<file path="config.mk">
export PLATFORM = sky130hd
export DESIGN_NAME = operand_ea_unit
export DESIGN_NICKNAME = d
export VERILOG_FILES = /design/src/rtl/eag_pkg.sv /design/src/rtl/eag_mode_decode.sv /design/src/rtl/eag_addr_math.sv /design/src/rtl/operand_ea_unit.sv
export SDC_FILE = /design/constraint.sdc
export NUM_CORES = 1
export LEC_CHECK = 0
export BUFFER_PORTS_ARGS = -buffer_cell sky130_fd_sc_hd__clkbuf_2
export CAP_MARGIN = 20
export CORE_MARGIN = 3
export CORE_UTILIZATION = 35
export DETAILED_ROUTE_END_ITERATION = 8
export PLACE_DENSITY = 0.52
export SLEW_MARGIN = 10
export SYNTH_ARGS = -nofsm -noshare
export SYNTH_HDL_FRONTEND = slang
export SYNTH_SLANG_ARGS = --single-unit
export TNS_END_PERCENT = 1
</file>
<file path="constraint.sdc">
create_clock -name clk -period 4.2 [get_ports clk]
set_input_delay 0.84 -clock clk [delete_from_list [all_inputs] [get_ports clk]]
set_output_delay 0.84 -clock clk [all_outputs]
set_load 0.1 [all_outputs]
</file>
<file path="src/rtl/eag_pkg.sv">
`timescale 1ns/1ps
// eag_pkg: mode codes and sequencer states shared by the effective address unit.
// Assumes a 4-bit mode field; codes 13..15 are reserved and flagged as bad.
package eag_pkg;

    localparam int MODE_W = 4;

    typedef enum logic [MODE_W-1:0] {
        MD_NONE    = 4'd0,
        MD_ACCUM   = 4'd1,
        MD_IMMED   = 4'd2,
        MD_ZPG     = 4'd3,
        MD_ZPG_X   = 4'd4,
        MD_ZPG_Y   = 4'd5,
        MD_ABSO    = 4'd6,
        MD_ABSO_X  = 4'd7,
        MD_ABSO_Y  = 4'd8,
        MD_RELAT   = 4'd9,
        MD_PTR     = 4'd10,
        MD_PREIDX  = 4'd11,
        MD_POSTIDX = 4'd12
    } eag_mode_e;

    typedef enum logic [2:0] {
        ST_IDLE,
        ST_OP_LO,
        ST_OP_HI,
        ST_PTR_LO,
        ST_PTR_HI,
        ST_DATA,
        ST_FIN
    } eag_state_e;

endpackage

</file>
<file path="src/rtl/eag_mode_decode.sv">
`timescale 1ns/1ps
// eag_mode_decode: classifies a mode code into operand length and fetch steps.
// Purely combinational; assumes raw (no-dereference) suppresses pointer and data reads.
module eag_mode_decode
    import eag_pkg::*;
(
    input  logic [MODE_W-1:0] mode_code,
    input  logic              raw,
    output logic              legal,
    output logic [1:0]        opnd_bytes,
    output logic              ptr_fetch,
    output logic              data_fetch,
    output logic              zp_ptr
);

    // Decode the mode code into the steps the sequencer must run.
    always_comb begin
        legal      = 1'b1;
        opnd_bytes = 2'd0;
        ptr_fetch  = 1'b0;
        data_fetch = 1'b0;
        zp_ptr     = 1'b0;
        case (eag_mode_e'(mode_code))
            MD_NONE, MD_ACCUM: begin
                opnd_bytes = 2'd0;
            end
            MD_IMMED: begin
                opnd_bytes = 2'd1;
            end
            MD_ZPG, MD_ZPG_X, MD_ZPG_Y, MD_RELAT: begin
                opnd_bytes = 2'd1;
                data_fetch = !raw;
            end
            MD_ABSO, MD_ABSO_X, MD_ABSO_Y: begin
                opnd_bytes = 2'd2;
                data_fetch = !raw;
            end
            MD_PTR: begin
                opnd_bytes = 2'd2;
                ptr_fetch  = !raw;
                data_fetch = !raw;
            end
            MD_PREIDX, MD_POSTIDX: begin
                opnd_bytes = 2'd1;
                ptr_fetch  = !raw;
                data_fetch = !raw;
                zp_ptr     = 1'b1;
            end
            default: begin
                legal = 1'b0;
            end
        endcase
    end

endmodule

</file>
<file path="src/rtl/eag_addr_math.sv">
`timescale 1ns/1ps
// eag_addr_math: address arithmetic for every mode (indexing, relative target,
// page-zero wrap, pointer successor). Combinational; index sums wrap modulo the
// address width, page-zero sums wrap modulo the data width.
module eag_addr_math
    import eag_pkg::*;
#(
    parameter  int DATA_W = 8,
    localparam int ADDR_W = 2 * DATA_W
) (
    input  logic [MODE_W-1:0] mode_code,
    input  logic              raw,
    input  logic [ADDR_W-1:0] pc_base,
    input  logic [ADDR_W-1:0] opnd,
    input  logic [ADDR_W-1:0] ptr_cur,
    input  logic [ADDR_W-1:0] ptr_word,
    input  logic [DATA_W-1:0] idx_x,
    input  logic [DATA_W-1:0] idx_y,
    output logic [ADDR_W-1:0] ea_direct,
    output logic [ADDR_W-1:0] ptr_start,
    output logic [ADDR_W-1:0] ptr_succ,
    output logic [ADDR_W-1:0] ea_indirect
);

    localparam logic [DATA_W-1:0] ZHI = '0;

    logic [DATA_W-1:0] op_lo;
    logic [DATA_W-1:0] zp_plus_x;
    logic [DATA_W-1:0] zp_plus_y;
    logic [DATA_W-1:0] ptr_lo_inc;
    logic [ADDR_W-1:0] rel_target;

    // Shared partial sums used by several modes.
    always_comb begin
        op_lo      = opnd[DATA_W-1:0];
        zp_plus_x  = op_lo + idx_x;
        zp_plus_y  = op_lo + idx_y;
        ptr_lo_inc = ptr_cur[DATA_W-1:0] + DATA_W'(1);
        rel_target = pc_base + ADDR_W'(1) + {{DATA_W{op_lo[DATA_W-1]}}, op_lo};
    end

    // Effective address for modes that need no pointer fetch, or the raw field.
    always_comb begin
        ea_direct = '0;
        if (raw) begin
            case (eag_mode_e'(mode_code))
                MD_NONE, MD_ACCUM:              ea_direct = '0;
                MD_RELAT:                       ea_direct = rel_target;
                MD_ABSO, MD_ABSO_X, MD_ABSO_Y,
                MD_PTR:                         ea_direct = opnd;
                default:                        ea_direct = {ZHI, op_lo};
            endcase
        end else begin
            case (eag_mode_e'(mode_code))
                MD_IMMED, MD_ZPG: ea_direct = {ZHI, op_lo};
                MD_ZPG_X:         ea_direct = {ZHI, zp_plus_x};
                MD_ZPG_Y:         ea_direct = {ZHI, zp_plus_y};
                MD_ABSO:          ea_direct = opnd;
                MD_ABSO_X:        ea_direct = opnd + {ZHI, idx_x};
                MD_ABSO_Y:        ea_direct = opnd + {ZHI, idx_y};
                MD_RELAT:         ea_direct = rel_target;
                default:          ea_direct = '0;
            endcase
        end
    end

    // Pointer address, its successor and the post-pointer effective address.
    always_comb begin
        case (eag_mode_e'(mode_code))
            MD_PREIDX:  ptr_start = {ZHI, zp_plus_x};
            MD_POSTIDX: ptr_start = {ZHI, op_lo};
            default:    ptr_start = opnd;
        endcase
        if (eag_mode_e'(mode_code) == MD_PTR) ptr_succ = ptr_cur + ADDR_W'(1);
        else                                  ptr_succ = {ZHI, ptr_lo_inc};
        if (eag_mode_e'(mode_code) == MD_POSTIDX) ea_indirect = ptr_word + {ZHI, idx_y};
        else                                      ea_indirect = ptr_word;
    end

endmodule

</file>
<file path="src/rtl/operand_ea_unit.sv">
`timescale 1ns/1ps
// operand_ea_unit: multi-cycle operand resolver. Reads operand, pointer and data
// bytes one per cycle through an asynchronous byte read port (mem_rdata valid in
// the same cycle as mem_addr). Results are registered and valid while done is high.
module operand_ea_unit
    import eag_pkg::*;
#(
    parameter  int DATA_W = 8,
    localparam int ADDR_W = 2 * DATA_W
) (
    input  logic              clk,
    input  logic              rst_n,
    input  logic              start,
    input  logic [MODE_W-1:0] mode,
    input  logic              no_deref,
    input  logic [ADDR_W-1:0] pc_in,
    input  logic [DATA_W-1:0] idx_x,
    input  logic [DATA_W-1:0] idx_y,
    input  logic [DATA_W-1:0] mem_rdata,
    output logic              mem_rd,
    output logic [ADDR_W-1:0] mem_addr,
    output logic              busy,
    output logic              done,
    output logic              bad_mode,
    output logic [ADDR_W-1:0] ea_out,
    output logic [DATA_W-1:0] value_out,
    output logic [ADDR_W-1:0] pc_next
);

    eag_state_e        state;
    logic [MODE_W-1:0] mode_q;
    logic              raw_q;
    logic [ADDR_W-1:0] pc_q;
    logic [DATA_W-1:0] x_q;
    logic [DATA_W-1:0] y_q;
    logic [DATA_W-1:0] lo_q;
    logic [DATA_W-1:0] plo_q;
    logic [ADDR_W-1:0] ptr_q;
    logic [ADDR_W-1:0] ea_q;
    logic [DATA_W-1:0] val_q;
    logic [ADDR_W-1:0] pcn_q;
    logic              err_q;

    logic [MODE_W-1:0] dec_mode;
    logic              dec_raw;
    logic              dec_legal;
    logic [1:0]        dec_bytes;
    logic              dec_ptr;
    logic              dec_data;
    logic              dec_zp;

    logic [ADDR_W-1:0] opnd_cur;
    logic [ADDR_W-1:0] ptr_word;
    logic [ADDR_W-1:0] ea_direct;
    logic [ADDR_W-1:0] ptr_start;
    logic [ADDR_W-1:0] ptr_succ;
    logic [ADDR_W-1:0] ea_indirect;

    // Decode the live inputs while idle, the captured request otherwise.
    always_comb begin
        dec_mode = (state == ST_IDLE) ? mode : mode_q;
        dec_raw  = (state == ST_IDLE) ? no_deref : raw_q;
    end

    // Assemble the operand field and pointer word from captured and live bytes.
    always_comb begin
        opnd_cur = (state == ST_OP_HI) ? {mem_rdata, lo_q} : {{DATA_W{1'b0}}, mem_rdata};
        ptr_word = {mem_rdata, plo_q};
    end

    eag_mode_decode u_decode (
        .mode_code  (dec_mode),
        .raw        (dec_raw),
        .legal      (dec_legal),
        .opnd_bytes (dec_bytes),
        .ptr_fetch  (dec_ptr),
        .data_fetch (dec_data),
        .zp_ptr     (dec_zp)
    );

    eag_addr_math #(.DATA_W(DATA_W)) u_math (
        .mode_code   (mode_q),
        .raw         (raw_q),
        .pc_base     (pc_q),
        .opnd        (opnd_cur),
        .ptr_cur     (ptr_q),
        .ptr_word    (ptr_word),
        .idx_x       (x_q),
        .idx_y       (y_q),
        .ea_direct   (ea_direct),
        .ptr_start   (ptr_start),
        .ptr_succ    (ptr_succ),
        .ea_indirect (ea_indirect)
    );

    // Drive the read port from the current sequencer step.
    always_comb begin
        mem_rd = 1'b1;
        case (state)
            ST_OP_LO:  mem_addr = pc_q;
            ST_OP_HI:  mem_addr = pc_q + ADDR_W'(1);
            ST_PTR_LO: mem_addr = ptr_q;
            ST_PTR_HI: mem_addr = ptr_succ;
            ST_DATA:   mem_addr = ea_q;
            default: begin
                mem_addr = '0;
                mem_rd   = 1'b0;
            end
        endcase
    end

    // Sequencer: capture the request, step through the reads, present results.
    always_ff @(posedge clk) begin
        if (!rst_n) begin
            state  <= ST_IDLE;
            mode_q <= '0;
            raw_q  <= 1'b0;
            pc_q   <= '0;
            x_q    <= '0;
            y_q    <= '0;
            lo_q   <= '0;
            plo_q  <= '0;
            ptr_q  <= '0;
            ea_q   <= '0;
            val_q  <= '0;
            pcn_q  <= '0;
            err_q  <= 1'b0;
        end else begin
            case (state)
                ST_IDLE: begin
                    if (start) begin
                        mode_q <= mode;
                        raw_q  <= no_deref;
                        pc_q   <= pc_in;
                        x_q    <= idx_x;
                        y_q    <= idx_y;
                        ea_q   <= '0;
                        val_q  <= '0;
                        err_q  <= !dec_legal;
                        pcn_q  <= dec_legal ? pc_in + ADDR_W'(dec_bytes) : pc_in;
                        state  <= (!dec_legal || dec_bytes == 2'd0) ? ST_FIN : ST_OP_LO;
                    end
                end
                ST_OP_LO, ST_OP_HI: begin
                    if (state == ST_OP_LO) lo_q <= mem_rdata;
                    if (state == ST_OP_LO && dec_bytes == 2'd2) begin
                        state <= ST_OP_HI;
                    end else if (dec_ptr) begin
                        ptr_q <= ptr_start;
                        state <= ST_PTR_LO;
                    end else begin
                        ea_q <= ea_direct;
                        if (dec_data) begin
                            state <= ST_DATA;
                        end else begin
                            val_q <= ea_direct[DATA_W-1:0];
                            state <= ST_FIN;
                        end
                    end
                end
                ST_PTR_LO: begin
                    plo_q <= mem_rdata;
                    state <= ST_PTR_HI;
                end
                ST_PTR_HI: begin
                    ea_q  <= ea_indirect;
                    state <= ST_DATA;
                end
                ST_DATA: begin
                    val_q <= mem_rdata;
                    state <= ST_FIN;
                end
                default: begin
                    state <= ST_IDLE;
                end
            endcase
        end
    end

    // Result and status outputs.
    always_comb begin
        busy      = (state != ST_IDLE);
        done      = (state == ST_FIN);
        bad_mode  = (state == ST_FIN) && err_q;
        ea_out    = ea_q;
        value_out = val_q;
        pc_next   = pcn_q;
    end

    // done lasts exactly one cycle.
    p_done_single_r12: assert property (@(posedge clk) disable iff (!rst_n)
        done |=> !done);

    // reads happen only inside a request.
    p_read_in_busy_r12: assert property (@(posedge clk) disable iff (!rst_n)
        mem_rd |-> busy);

    // an unknown mode returns zeros and leaves the program counter alone.
    p_bad_zero_r11: assert property (@(posedge clk) disable iff (!rst_n)
        bad_mode |-> (done && ea_out == '0 && value_out == '0 && pc_next == pc_q));

    // implied and accumulator requests finish in the cycle after acceptance.
    p_no_operand_fast_r2: assert property (@(posedge clk) disable iff (!rst_n)
        (!busy && start && (mode == MODE_W'(0) || mode == MODE_W'(1))) |=> (done && !mem_rd));

    // pointer successor reads stay in page zero.
    p_zp_wrap_r8: assert property (@(posedge clk) disable iff (!rst_n)
        (state == ST_PTR_HI && dec_zp) |-> (mem_addr[ADDR_W-1:DATA_W] == '0));

    // a request in progress keeps its captured inputs.
    p_hold_request_r13: assert property (@(posedge clk) disable iff (!rst_n)
        busy |=> ($stable(mode_q) && $stable(pc_q) && $stable(raw_q)));

    // the program counter never moves by more than two operand bytes.
    p_pc_advance_r3: assert property (@(posedge clk) disable iff (!rst_n)
        done |-> ((pc_next - pc_q) <= ADDR_W'(2)));

endmodule

</file>
==> impl_metrics.json <==
{
  "critPathLaunchType": "flip-flop",
  "cts_tree": "done",
  "rr_worst_depth": 13,
  "cp_top_family": "buffers and inverters",
  "p_clk_share_pct": 21.9,
  "vias": 9897,
  "hold_path_startpoint": "pc_next[1]$_SDFFE_PN0P_",
  "hold_viol": 0,
  "cts_setup_buffers": 0,
  "drt-initial-drc-count": 947,
  "dp_cells": 1681,
  "grtUsageTotal_pct": 26.1,
  "num_rows": 58,
  "p_leak_nw": 4.38,
  "root_buffer": "clkbuf_16",
  "relSlewSlack_pct": 38.5,
  "pwr-share-seq_pct": 21.4,
  "powerDensity_nw_per_um2": 674,
  "syn_inst": 1269,
  "regToRegSetupSlack_ns": 0.36,
  "ys_ff_latch": 113,
  "layout_common_cells": "nand2_1, a21oi_1, dfxtp_1",
  "hold_buffers": 0,
  "status": "finished, final reports clean",
  "synthDistinctLibCells": 78,
  "grt_first_pass_wirelength_mm": 57.1,
  "end_kind": "primary output",
  "die_x_um": 168,
  "crit_type": "flip-flop to primary output",
  "start_util_pct": 36.2,
  "gr-total-overflow": 0,
  "setup_ws_ns": 0.330,
  "io_buffer_count": 107,
  "post_drt_wl_per_cell_um": 21.9,
  "path_buf_inv": 3,
  "tightest_slew_ns": 0.916,
  "crit_slowest_cell": "clkbuf_2",
  "core_area_um2": 25500,
  "crit_start": "state[2]$_SDFFE_PN0P_",
  "crit_required_ns": 3.36,
  "viasPerCell": 5.78,
  "slew_violations": 0,
  "combPwrFrac_pct": 56.7,
  "synth.cell_area_um2": 9240,
  "antenna_left": 0,
  "power_w": 0.00737,
  "cpMostUsedCell": "buf_4",
  "pre_cts_ws_ns": 0.431,
  "p_switching_w": 0.00389,
  "place.gp.congestion": 0.977,
  "syn_to_final_growth_pct": 18.4,
  "layout_commonest_cell": "nand2_1",
  "final_cell_count_no_fill": 1712,
  "first_global_vias": 9401,
  "yosys_warnings": 0,
  "crit_cells": 6,
  "setup_violations": 0,
  "crit_path_max_fanout": 37,
  "rsz0062_at_grt": "no",
  "vdd_ir_drop_max_mv": 0.460,
  "p_int_w": 0.00347,
  "pin_count": 108,
  "drive_gt1_share_pct": 15.5,
  "fin_crit_ns": 3.87,
  "cts_num_sinks": 113,
  "antenna_found_initial": 1,
  "switching_share_pct": 52.9,
  "clkTransAtPathRegs_ns": 0.06,
  "yosysSeqAreaShare_pct": 24.5,
  "antenna_cells": 0,
  "timing.rr.end": "ea_out[13]$_SDFFE_PN0P_",
  "fin_skew_ns": 0.0137,
  "reg2reg_from": "pc_q[0]$_SDFFE_PN0P_",
  "clock_latency_ns": 0.43,
  "fin_setup_tns_ns": 0,
  "cts-htree-levels": 4,
  "crit_path_end": "mem_addr[9]",
  "cp_cell_sequence": "buf_4 -> buf_4 -> and2_0 -> nand3_1 -> o211ai_1 -> clkbuf_2",
  "dieArea_um2": 28400,
  "fin_crit_sh_pct": 92.1,
  "synth_edf_count": 0,
  "clk_path_buf_depth": 2,
  "ys.flop_type": "dfxtp_1",
  "clock.fmax_mhz": 258,
  "grt_max_degree": 64,
  "slowest_delay_ns": 0.52,
  "syn_area_per_cell_um2": 7.28,
  "die_h_um": 168,
  "drt-total-wl_mm": 37.5,
  "post_cts_resized": 0,
  "drc": 0,
  "async_reset_ff_share_pct": 0,
  "dr.pass1.iters": 5,
  "maxCapViolations": 0,
  "cts_made_buffers": 17,
  "hold_class": "flip-flop to flip-flop",
  "fin_nets": 1473,
  "arrival_ns": 3.03,
  "syn-num-nets": 1372,
  "dp_hpwl_mm": 29.0
}
-- layer usage --
layer | GRT usage (%) | up-vias | routed length (um)
met5 | 0 | - | 12
met4 | 8.61 | 2 | 1070
met3 | 5.10 | 62 | 2630
met2 | 41.0 | 383 | 16800
met1 | 35.9 | 4680 | 17000
li1 | - | 4770 | -
-- power by group through the flow --
stage / registers (W) / clock network (W) / logic, W
3_5_place_dp: 0.00160 / 0 / 0.00412
4_1_cts: 0.00158 / 0.00164 / 0.00414
5_1_grt: 0.00160 / 0.00168 / 0.00448
6_report: 0.00158 / 0.00161 / 0.00418
3_3_place_gp: 0.00160 / 0 / 0.00411
2_1_floorplan: 0.00232 / 0 / 0.00227
-- logic make-up after synthesis --
group                      count (synthesis)  synth area share, %
AOI/OAI and AO/OA                        387                 26.5
xor gates and xnor gates                  78                 7.63
adders and majority gates                 55                 7.94
buffers and inverters                    119                 4.97
DFF                                      113                 24.5
muxes                                     39                 4.38
and+or+nand+nor                          478                 24.1
-- layout make-up --
cell class,instances,area [um2]
multi-input cells,1037,6520
inverters,43,161
fillers,2717,14600
repair buffers,158,951
well taps,330,413
clock buffers,17,425
clock inverters,14,205
flip-flops and latches,113,2260
-- metrics by stage --
stage / utilization (%) / hold WS [ns] / cell area (um2)
2_1_floorplan: - / 0.446 / 9240
3_3_place_gp: 40.3 / 0.445 / 10300
3_5_place_dp: 40.3 / 0.448 / 10300
4_1_cts: 42.8 / 0.457 / 10900
5_1_grt: 42.8 / 0.492 / 10900
6_report: 42.8 / 0.452 / 10900
-- synthesized netlist by cell type (10+ instances only) --
library cell	count	area share [%]
a211oi_1	25	2.0
a21o_1	14	1.1
a21oi_1	125	6.8
a22oi_1	13	1.1
a31oi_1	21	1.4
and3_1	11	0.75
clkbuf_1	59	2.4
dfxtp_1	113	24
ha_1	49	6.6
inv_1	40	1.6
mux2_2	10	1.2
mux2i_1	28	3.0
nand2_1	230	9.3
nand2b_1	14	0.95
nand3_1	37	2.0
nor2_1	84	3.4
nor2b_1	17	1.2
nor3_1	21	1.1
o211ai_1	17	1.4
o21ai_0	80	4.3
o22ai_1	17	1.2
or3_1	14	0.95
xnor2_1	44	4.2
xor2_1	32	3.0
-- flip-flops by register name, indices dropped and copies added, names as in the netlist, 3 cells and up --
register   flops
mode_q         4
plo_q          8
value_out      8
x_q            8
y_q            8
ea_out        16
lo_q           8
ptr_q         16
pc_next       16
pc_q          16
state          3
-- tightest hold or removal path, delay by kind of cell (launching register included) --
kind / cells / cell delay [ns]
compound gates: 1 / 0.05
flops: 1 / 0.31
simple gates: 1 / 0.05
-- how the worst min path moves through the flow --
stage                                    endpoint  slack [ns]  cells past startpoint
after global routing      pc_next[1]$_SDFFE_PN0P_        0.49                      2
after global placement    pc_next[1]$_SDFFE_PN0P_        0.45                      2
after CTS                 pc_next[1]$_SDFFE_PN0P_        0.46                      2
after floorplan                err_q$_SDFFE_PN0P_        0.45                      2
after detailed placement  pc_next[1]$_SDFFE_PN0P_        0.45                      2
final                     pc_next[1]$_SDFFE_PN0P_        0.45                      2
Note: power is estimated with default switching activity, not from simulation.
